[src/rtl/sram_ctl_pkg.sv]
package sram_ctl_pkg;

    typedef enum logic [3:0] {
        ST_IDLE,
        ST_RD_ACC,
        ST_WR_SETUP,
        ST_WR_PULSE,
        ST_WR_END,
        ST_TURN,
        ST_SBY,
        ST_WAKE
    } ctl_state_e;

    function automatic int ns_to_clk(input int ns, input int per);
        return (ns + per - 1) / per;
    endfunction

    function automatic int imax(input int a, input int b);
        return (a > b) ? a : b;
    endfunction

endpackage

[src/rtl/sram_win_timer.sv]
module sram_win_timer #(
    parameter int TW = 4
) (
    input  logic          clk,
    input  logic          rst_n,
    input  logic          load,
    input  logic [TW-1:0] load_val,
    output logic          expired
);

    logic [TW-1:0] cnt_q;

    always_ff @(posedge clk) begin
        if (!rst_n) begin
            cnt_q <= '0;
        end else if (load) begin
            cnt_q <= load_val;
        end else if (cnt_q != '0) begin
            cnt_q <= cnt_q - 1'b1;
        end
    end

    assign expired = (cnt_q == '0);

endmodule

[src/rtl/sram_rd_capture.sv]
module sram_rd_capture #(
    parameter int DW = 8
) (
    input  logic          clk,
    input  logic          rst_n,
    input  logic          capture,
    input  logic [DW-1:0] din,
    output logic [DW-1:0] dout
);

    always_ff @(posedge clk) begin
        if (!rst_n) begin
            dout <= '0;
        end else if (capture) begin
            dout <= din;
        end
    end

endmodule

[src/rtl/sram_strobe_ctrl.sv]
module sram_strobe_ctrl
    import sram_ctl_pkg::*;
#(
    parameter int ADDR_W  = 13,
    parameter int DATA_W  = 8,
    parameter int CLK_NS  = 10,
    parameter int T_RC_NS = 100,
    parameter int T_AA_NS = 100,
    parameter int T_OA_NS = 50,
    parameter int T_WC_NS = 100,
    parameter int T_WP_NS = 60,
    parameter int T_CW_NS = 70,
    parameter int T_DS_NS = 50
) (
    input  logic              clk,
    input  logic              rst_n,
    input  logic              req_valid,
    input  logic              req_write,
    input  logic [ADDR_W-1:0] req_addr,
    input  logic [DATA_W-1:0] req_wdata,
    input  logic              sby_req,
    output logic              busy,
    output logic              done,
    output logic [DATA_W-1:0] rdata,
    output logic              in_standby,
    output logic [ADDR_W-1:0] ram_addr,
    output logic              ram_ce1_n,
    output logic              ram_ce2,
    output logic              ram_oe_n,
    output logic              ram_we_n,
    output logic [DATA_W-1:0] ram_dq_out,
    output logic              ram_dq_oe,
    input  logic [DATA_W-1:0] ram_dq_in
);

    // Window lengths in clocks
    localparam int N_RD   = imax(ns_to_clk(T_RC_NS, CLK_NS),
                                 imax(ns_to_clk(T_AA_NS, CLK_NS), ns_to_clk(T_OA_NS, CLK_NS)));
    localparam int N_WP   = imax(ns_to_clk(T_WP_NS, CLK_NS),
                                 imax(ns_to_clk(T_CW_NS, CLK_NS), ns_to_clk(T_DS_NS, CLK_NS)));
    localparam int N_WC   = ns_to_clk(T_WC_NS, CLK_NS);
    localparam int N_WREC = ((N_WC - 1 - N_WP) > 1) ? (N_WC - 1 - N_WP) : 1;
    localparam int N_RC   = ns_to_clk(T_RC_NS, CLK_NS);
    localparam int N_MAX  = imax(imax(N_RD, N_WP), imax(N_WREC, N_RC));
    localparam int TW     = $clog2(N_MAX + 1);

    localparam logic [TW-1:0] LD_RD   = TW'(N_RD - 1);
    localparam logic [TW-1:0] LD_WP   = TW'(N_WP - 1);
    localparam logic [TW-1:0] LD_WREC = TW'(N_WREC - 1);
    localparam logic [TW-1:0] LD_RC   = TW'(N_RC - 1);

    ctl_state_e    state_q, state_d;
    logic          tmr_load;
    logic [TW-1:0] tmr_val;
    logic          tmr_zero;
    logic          take_req;

    sram_win_timer #(.TW(TW)) u_timer (
        .clk      (clk),
        .rst_n    (rst_n),
        .load     (tmr_load),
        .load_val (tmr_val),
        .expired  (tmr_zero)
    );

    sram_rd_capture #(.DW(DATA_W)) u_capture (
        .clk     (clk),
        .rst_n   (rst_n),
        .capture (state_q == ST_RD_ACC && tmr_zero),
        .din     (ram_dq_in),
        .dout    (rdata)
    );

    // Next state and window loads
    always_comb begin
        state_d  = state_q;
        tmr_load = 1'b0;
        tmr_val  = '0;
        unique case (state_q)
            ST_IDLE: begin
                if (sby_req) begin
                    state_d = ST_SBY;
                end else if (req_valid) begin
                    if (req_write) begin
                        state_d = ST_WR_SETUP;
                    end else begin
                        state_d  = ST_RD_ACC;
                        tmr_load = 1'b1;
                        tmr_val  = LD_RD;
                    end
                end
            end
            ST_RD_ACC:   if (tmr_zero) state_d = ST_TURN;
            ST_WR_SETUP: begin
                state_d  = ST_WR_PULSE;
                tmr_load = 1'b1;
                tmr_val  = LD_WP;
            end
            ST_WR_PULSE: begin
                if (tmr_zero) begin
                    state_d  = ST_WR_END;
                    tmr_load = 1'b1;
                    tmr_val  = LD_WREC;
                end
            end
            ST_WR_END:   if (tmr_zero) state_d = ST_TURN;
            ST_TURN:     state_d = ST_IDLE;
            ST_SBY: begin
                if (!sby_req) begin
                    state_d  = ST_WAKE;
                    tmr_load = 1'b1;
                    tmr_val  = LD_RC;
                end
            end
            ST_WAKE:     if (tmr_zero) state_d = ST_IDLE;
            default:     state_d = ST_IDLE;
        endcase
    end

    assign take_req = (state_q == ST_IDLE) && !sby_req && req_valid;

    // State register
    always_ff @(posedge clk) begin
        if (!rst_n) state_q <= ST_IDLE;
        else        state_q <= state_d;
    end

    // Registered outputs decoded from the next state
    always_ff @(posedge clk) begin
        if (!rst_n) begin
            ram_ce1_n  <= 1'b1;
            ram_ce2    <= 1'b1;
            ram_oe_n   <= 1'b1;
            ram_we_n   <= 1'b1;
            ram_dq_oe  <= 1'b0;
            ram_addr   <= '0;
            ram_dq_out <= '0;
            busy       <= 1'b0;
            done       <= 1'b0;
            in_standby <= 1'b0;
        end else begin
            if (take_req) begin
                ram_addr   <= req_addr;
                ram_dq_out <= req_wdata;
            end
            ram_ce1_n  <= !(state_d inside {ST_RD_ACC, ST_WR_SETUP, ST_WR_PULSE, ST_WR_END});
            ram_ce2    <= (state_d != ST_SBY);
            ram_oe_n   <= (state_d != ST_RD_ACC);
            ram_we_n   <= (state_d != ST_WR_PULSE);
            ram_dq_oe  <= (state_d inside {ST_WR_SETUP, ST_WR_PULSE, ST_WR_END});
            busy       <= (state_d != ST_IDLE);
            done       <= (state_d == ST_TURN);
            in_standby <= (state_d == ST_SBY);
        end
    end

endmodule

[config.mk]
export PLATFORM = sky130hd
export DESIGN_NAME = sram_strobe_ctrl
export DESIGN_NICKNAME = d
export VERILOG_FILES = /design/src/rtl/sram_ctl_pkg.sv /design/src/rtl/sram_win_timer.sv /design/src/rtl/sram_rd_capture.sv /design/src/rtl/sram_strobe_ctrl.sv
export SDC_FILE = /design/constraint.sdc
export NUM_CORES = 1
export LEC_CHECK = 0
export CAP_MARGIN = 30
export CORE_MARGIN = 4
export CORE_UTILIZATION = 55
export DETAILED_ROUTE_END_ITERATION = 6
export DONT_BUFFER_PORTS = 1
export PLACE_DENSITY = 0.75
export SLEW_MARGIN = 20
export SYNTH_ARGS = -nofsm -noshare
export SYNTH_HDL_FRONTEND = slang
export SYNTH_SLANG_ARGS = --single-unit
[constraint.sdc]
create_clock -name clk -period 2.5 [get_ports clk]
set_input_delay 0.25 -clock clk [delete_from_list [all_inputs] [get_ports clk]]
set_output_delay 0.25 -clock clk [all_outputs]
set_load 0.02 [all_outputs]
==> results of run 1 <==
[cell usage in the layout (no fill, tap or decap), types with 3 or more instances in the layout]
cell type	instances
nor2b_1	12
a21boi_0	21
nor3_1	6
nand2_1	47
o21ai_0	3
mux2i_1	8
inv_1	7
nor2_1	4
clkbuf_4	5
o21a_1	5
mux2_2	3
dfxtp_1	45
dlygate4sd3_1	3
nand3_1	3
[cell families after synthesis]
family / Yosys count
AO/OA/AOI/OAI: 39
XOR/XNOR: 1
adder cells (fa/ha/maj): 1
buffers and inverters: 20
flip-flops: 45
multiplexers: 11
other: 1
AND/OR/NAND/NOR: 85
[worst max path at each step]
stage / start / end / cells after the start
final: u_timer.cnt_q[0] / ram_ce1_n / 7
after global routing: u_timer.cnt_q[0] / ram_ce1_n / 7
after detailed placement: u_timer.cnt_q[0] / ram_ce1_n / 7
after global placement: u_timer.cnt_q[0] / ram_ce1_n / 7
after CTS: u_timer.cnt_q[0] / ram_ce1_n / 7
after floorplan: u_timer.cnt_q[0] / ram_ce1_n / 8
[state kept, by name, indices dropped and copies added, names as in the netlist]
| signal | count |
|---|---|
| busy | 1 |
| done | 1 |
| in_standby | 1 |
| ram_addr | 13 |
| ram_ce1_n | 1 |
| ram_ce2 | 1 |
| ram_dq_oe | 1 |
| ram_dq_out | 8 |
| ram_oe_n | 1 |
| ram_we_n | 1 |
| state_q | 4 |
| u_capture.dout | 8 |
| u_timer.cnt_q | 4 |
[power breakdown]
group / switching, mW / internal [mW] / total (mW)
combinational: 0.159 / 0.146 / 0.304
clock: 0.224 / 0.310 / 0.534
sequential: 0.0787 / 0.772 / 0.850
[critical path: stages (launching register included)]
cell and delay (ps):
dfxtp_1 350, inv_1 70, ha_1 200, or3b_1 500, or3_4 390, a31oi_4 270, nand2_2 110, mux2_2 270
[per-layer routing]
metal  track usage [%]  vias up
met2              31.8       49
li1                  -      663
met1              19.5      618
met3              6.46        7
met5                 0        -
met4              6.35        0
[per-stage QoR]
step / instance area (µm²) / setup WS (ps) / util, % / cells / power [mW]
after global routing: 1990 / 115 / 63.6 / 246 / 1.78
after detailed placement: 1860 / 295 / 59.4 / 235 / 1.16
after floorplan: 1850 / 449 / - / 203 / 1.13
final: 1990 / 244 / 63.6 / 246 / 1.69
after CTS: 1970 / 237 / 63.0 / 244 / 1.70
after global placement: 1860 / 403 / 59.4 / 235 / 1.13
[what timing repair did]
item                       CTS  global route
hold endpoints to repair     1             3
hold buffers                 1             2
resized for setup            0             0
setup endpoints to repair    0             0
buffers inserted             0             0
[cell type report]
class	count	area (µm²)	area share [%]
Clock buffer	5	37.5	1.89
Clock inverter	3	65.1	3.27
Inverter	7	26.3	1.32
Multi-Input combinational cell	138	868	43.6
Sequential cell	45	901	45.3
Tap cell	44	55.1	2.77
Timing Repair Buffer	4	37.5	1.89
==> results.json, run 1 <==
{
  "rsz0062_at_grt": "no",
  "antenna_left": 0,
  "fp.dieW_um": 66.0,
  "wl_met3_um": 348,
  "worstHoldStart": "rst_n",
  "synth_cell_type_count": 37,
  "power_density_mw_per_mm2": 848,
  "yosysTopAreaCell": "dfxtp_1",
  "drt_pass1_iterations": 4,
  "ios": 71,
  "highest_layer": "met4",
  "synth_edf_count": 0,
  "die-height_um": 66.0,
  "hold_viol_final": 0,
  "min_to": "state_q[1]",
  "r2r_slack_ps": 240,
  "drtIter0Drc": 66,
  "grt_max_degree": 41,
  "worst_skew_pair.late_latency_ps": 350,
  "grt-ovfl-total": 0,
  "skew_ps": 9.79,
  "nets": 236,
  "tightest_slew_ps": 761,
  "synth.net_count": 238,
  "clock_path_buffers": 2,
  "wl_um": 3830,
  "synthFlopType": "dfxtp_1",
  "finalCritPeriodShare_pct": 90.2,
  "num_vias": 1337,
  "synth_compound_area_share_pct": 17.3,
  "fmax_mhz": 443,
  "yosys-top-cells-count": "47 x nand2_1, 45 x dfxtp_1, 21 x a21boi_0",
  "cts.clk_slew.worst_paths_ps": 130,
  "setup_viol": 0,
  "maxCapViolCount": 0,
  "ys_ff_latch": 45,
  "areaGrowthSynthToFinish_pct": 7.43,
  "peakVddDrop_uv": 441,
  "core_mm2": 0.00313,
  "worstReg2RegStart": "u_timer.cnt_q[0]",
  "dp_hpwl_um": 2730,
  "synth_xor_area_share_pct": 0.473,
  "wl_met1_um": 1430,
  "hold_slack_ps": 19.5,
  "hp-class": "in -> reg",
  "routed_via_density": 5.43,
  "synth.area.top_cells": "dfxtp_1 49%, nand2_1 9.5%, a21boi_0 8.5%",
  "fill_cells": 283,
  "rows": 20,
  "synth_warnings": 0,
  "cts_tree": "yes",
  "setup_tns_ps": 0,
  "synthDominantCellAreaShare_pct": 48.6,
  "clockRootBuffer": "clkbuf_4",
  "synthSimpleGateAreaFrac_pct": 22.1,
  "netlist_area_mm2": 0.00185,
  "yosysMostFrequentCell": "nand2_1",
  "period_minus_slack_ps": 2260,
  "worstRegToRegCells": 7,
  "n_antenna_cell": 0,
  "avgSynthCellArea_um2": 9.13,
  "clock_sinks": 45,
  "cp_max_fo": 8,
  "numPortBuffers": 0,
  "drive_above_1_share_pct": 9.41,
  "synth_top_family_by_area": "simple AND/OR/NAND/NOR gates",
  "grt_pass1_vias": 1308,
  "h-tree-depth": 2,
  "wl_met2_um": 2000,
  "grt_pass1_wl_um": 5990,
  "initial_core_util_pct": 59.2,
  "dieArea_mm2": 0.00436,
  "required_ps": 2750,
  "cp.arrival_ps": 2510,
  "status": "finished, final reports clean",
  "cts_made_buffers": 5,
  "end_kind": "flop",
  "drt_drc_violations_left": 0,
  "wl_per_cell_um": 15.5,
  "slew_headroom_pct": 49.1,
  "synth_mux_area_share_pct": 6.14,
  "yosys.area_share.adder_pct": 0.675,
  "seq_area_frac_synth_pct": 48.6,
  "leakagePower_nw": 0.784,
  "hold_depth": 1,
  "synthCells": 203,
  "globalplace.congestion": 0.813,
  "antenna_found_initial": 0,
  "worstSetupPathType": "reg -> reg",
  "r2r_end": "ram_ce1_n",
  "async_flop_share_pct": 0,
  "final_max_slew_viol_count": 0,
  "grt_usage_pct": 17.9,
  "startpoint_type": "flop"
}
Note: power is estimated with default switching activity, not from simulation.
==> run 2: changes to the inputs <==
--- a/config.mk
+++ b/config.mk
@@ -6,6 +6,7 @@
 export NUM_CORES = 1
 export LEC_CHECK = 0
 export CAP_MARGIN = 30
+export CORE_ASPECT_RATIO = 0.9
 export CORE_MARGIN = 4
 export CORE_UTILIZATION = 55
 export DETAILED_ROUTE_END_ITERATION = 6
==> run 2 against run 1 <==
Against the previous run:
- wire length fell by 4.7%
- cell area fell by 3.1%
- non-clock buffer count fell by 3
- critical path depth did not move
- sequential power barely moved
- first-iteration DRC count rose by 35%
- total power fell by 8.4%
- via count fell by 1.3%
- critical endpoint unchanged
- register-to-register slack improved by 20 ps
- final cell count fell by 2.8%
==> results.json, run 2 (same netlist as run 1, synthesis figures left out) <==
{
  "regArea_um2": 901,
  "power_density_mw_per_mm2": 802,
  "fp.dieW_um": 69.2,
  "n_antenna_cell": 0,
  "globalplace.congestion": 0.812,
  "switching_share_pct": 29.1,
  "initial_core_util_pct": 59.1,
  "maxCapViolCount": 0,
  "slew_headroom_pct": 49.5,
  "cts_made_buffers": 5,
  "hp-class": "in -> reg",
  "combPwrFrac_pct": 18.7,
  "r2r_end": "ram_ce1_n",
  "wl_per_cell_um": 15.3,
  "cts.clk_slew.worst_paths_ps": 70,
  "worstSetupPathType": "reg -> reg",
  "ctsHoldBuffers": 0,
  "drive_above_1_share_pct": 8.63,
  "hold_viol_final": 0,
  "regMostFlops": "ram_addr",
  "power.switching_mw": 0.449,
  "drtIter0Drc": 89,
  "r2r_slack_ps": 270,
  "skew_ps": 1.98,
  "numPortBuffers": 0,
  "areaGrowthSynthToFinish_pct": 4.12,
  "p_int_mw": 1.10,
  "tightest_slew_ps": 756,
  "dp_hpwl_um": 2690,
  "clock_sinks": 45,
  "worstReg2RegStart": "u_timer.cnt_q[0]",
  "grt_max_degree": 41,
  "cp_max_fo": 8,
  "leakagePower_nw": 0.756,
  "finalPower_mw": 1.55,
  "power_frac_seq_pct": 55.0,
  "fin_area_mm2": 0.00193,
  "multi_input_comb_area_um2": 868,
  "drt_pass1_iterations": 4,
  "routed_via_density": 5.52,
  "setup_viol": 0,
  "antenna_found_initial": 0,
  "rsz0062_at_grt": "no",
  "cts_tree": "yes",
  "cts_resized": 0,
  "cp.arrival_ps": 2420,
  "dieArea_mm2": 0.00436,
  "h-tree-depth": 2,
  "status": "finished, final reports clean",
  "post_cts_buffers": 0,
  "place_area_mm2": 0.00186,
  "worst_skew_pair.late_latency_ps": 290,
  "finalCritPeriodShare_pct": 89.3,
  "nets": 233,
  "min_to": "ram_ce2",
  "rows": 19,
  "clockRootBuffer": "clkbuf_8",
  "die-height_um": 63.1,
  "grt_pass1_wl_um": 6140,
  "ios": 71,
  "drt_drc_violations_left": 0,
  "period_minus_slack_ps": 2230,
  "setup_ws_ps": 266,
  "startpoint_type": "flop",
  "end_kind": "flop",
  "final_cell_mix": "47 x nand2_1, 45 x dfxtp_1, 21 x a21boi_0",
  "antenna_left": 0,
  "peakVddDrop_uv": 431,
  "top_regs": "ram_addr x13, ram_dq_out x8, u_capture.dout x8",
  "layout_commonest_cell": "nand2_1",
  "worstRegToRegCells": 7,
  "grt_pass1_vias": 1327,
  "clkPwrFrac_pct": 26.4,
  "wl_um": 3650,
  "worstHoldStart": "rst_n",
  "grt_usage_pct": 17.5,
  "grt-ovfl-total": 0,
  "dp_slack_ps": 301,
  "final_max_slew_viol_count": 0,
  "core_mm2": 0.00314,
  "num_vias": 1320,
  "largest_reg_flops": 13,
  "hold_depth": 1,
  "fill_cells": 260,
  "setup_tns_ps": 0,
  "required_ps": 2680,
  "clock_path_buffers": 2,
  "fmax_mhz": 448
}
## run 2: cell count changes in the layout (fill, tap and decap cells not counted)
cell | before | now
bufinv_16 | 2 | 0
clkbuf_4 | 5 | 0
clkbuf_8 | 0 | 5
dlygate4sd3_1 | 3 | 0
## run 2: routing by layer
| metal | wire length, µm | GRT usage [%] | share of wire, % | vias up |
|---|---|---|---|---|
| li1 | - | - | - | 656 |
| met1 | 1440 | 18.3 | 40 | 607 |
| met2 | 1740 | 28.2 | 48 | 52 |
| met3 | 397 | 9.22 | 11 | 5 |
| met4 | 63 | 9.51 | 1.7 | 0 |
| met5 | 0 | 0 | 0 | - |
## run 2: worst max path at each step
stage | from | end | cells after the start
2_1_floorplan | u_timer.cnt_q[0] | ram_ce1_n | 8
3_3_place_gp | u_timer.cnt_q[0] | ram_ce1_n | 7
3_5_place_dp | u_timer.cnt_q[0] | ram_ce1_n | 7
4_1_cts | u_timer.cnt_q[0] | ram_ce1_n | 7
5_1_grt | u_timer.cnt_q[0] | ram_ce1_n | 7
6_report | u_timer.cnt_q[0] | ram_ce1_n | 7
## run 2: worst max-delay path, stage by stage (launching register included)
cell and delay, ps:
dfxtp_1 340, inv_1 60, ha_1 180, or3b_1 490, or3_4 380, a31oi_4 270
nand2_2 120, mux2_2 270
## run 2: power by group through the flow
stage	clock network, mW	registers, mW	logic [mW]
global route	0.452	0.858	0.324
global placement	0	0.862	0.274
CTS	0.414	0.850	0.290
finish	0.407	0.850	0.289
detailed placement	0	0.866	0.288
floorplan	0	0.847	0.286
## run 2: area by class of cell
| cell class | count | area share [%] |
|---|---|---|
| inverter | 7 | 1.36 |
| timing repair buffer | 1 | 0.389 |
| clock inverter | 1 | 0.259 |
| tap | 42 | 2.72 |
| clock buffer | 5 | 3.57 |
| multi-input combinational | 138 | 45.0 |
| sequential | 45 | 46.7 |
## run 2: through the flow
| step | cells | hold WS [ps] | utilization [%] |
|---|---|---|---|
| final | 239 | 54.2 | 61.5 |
| after CTS | 239 | 52.3 | 61.5 |
| after global routing | 239 | 64.2 | 61.5 |
| after detailed placement | 233 | 363 | 59.1 |
| after global placement | 233 | 372 | 59.1 |
| after floorplan | 203 | 395 | - |
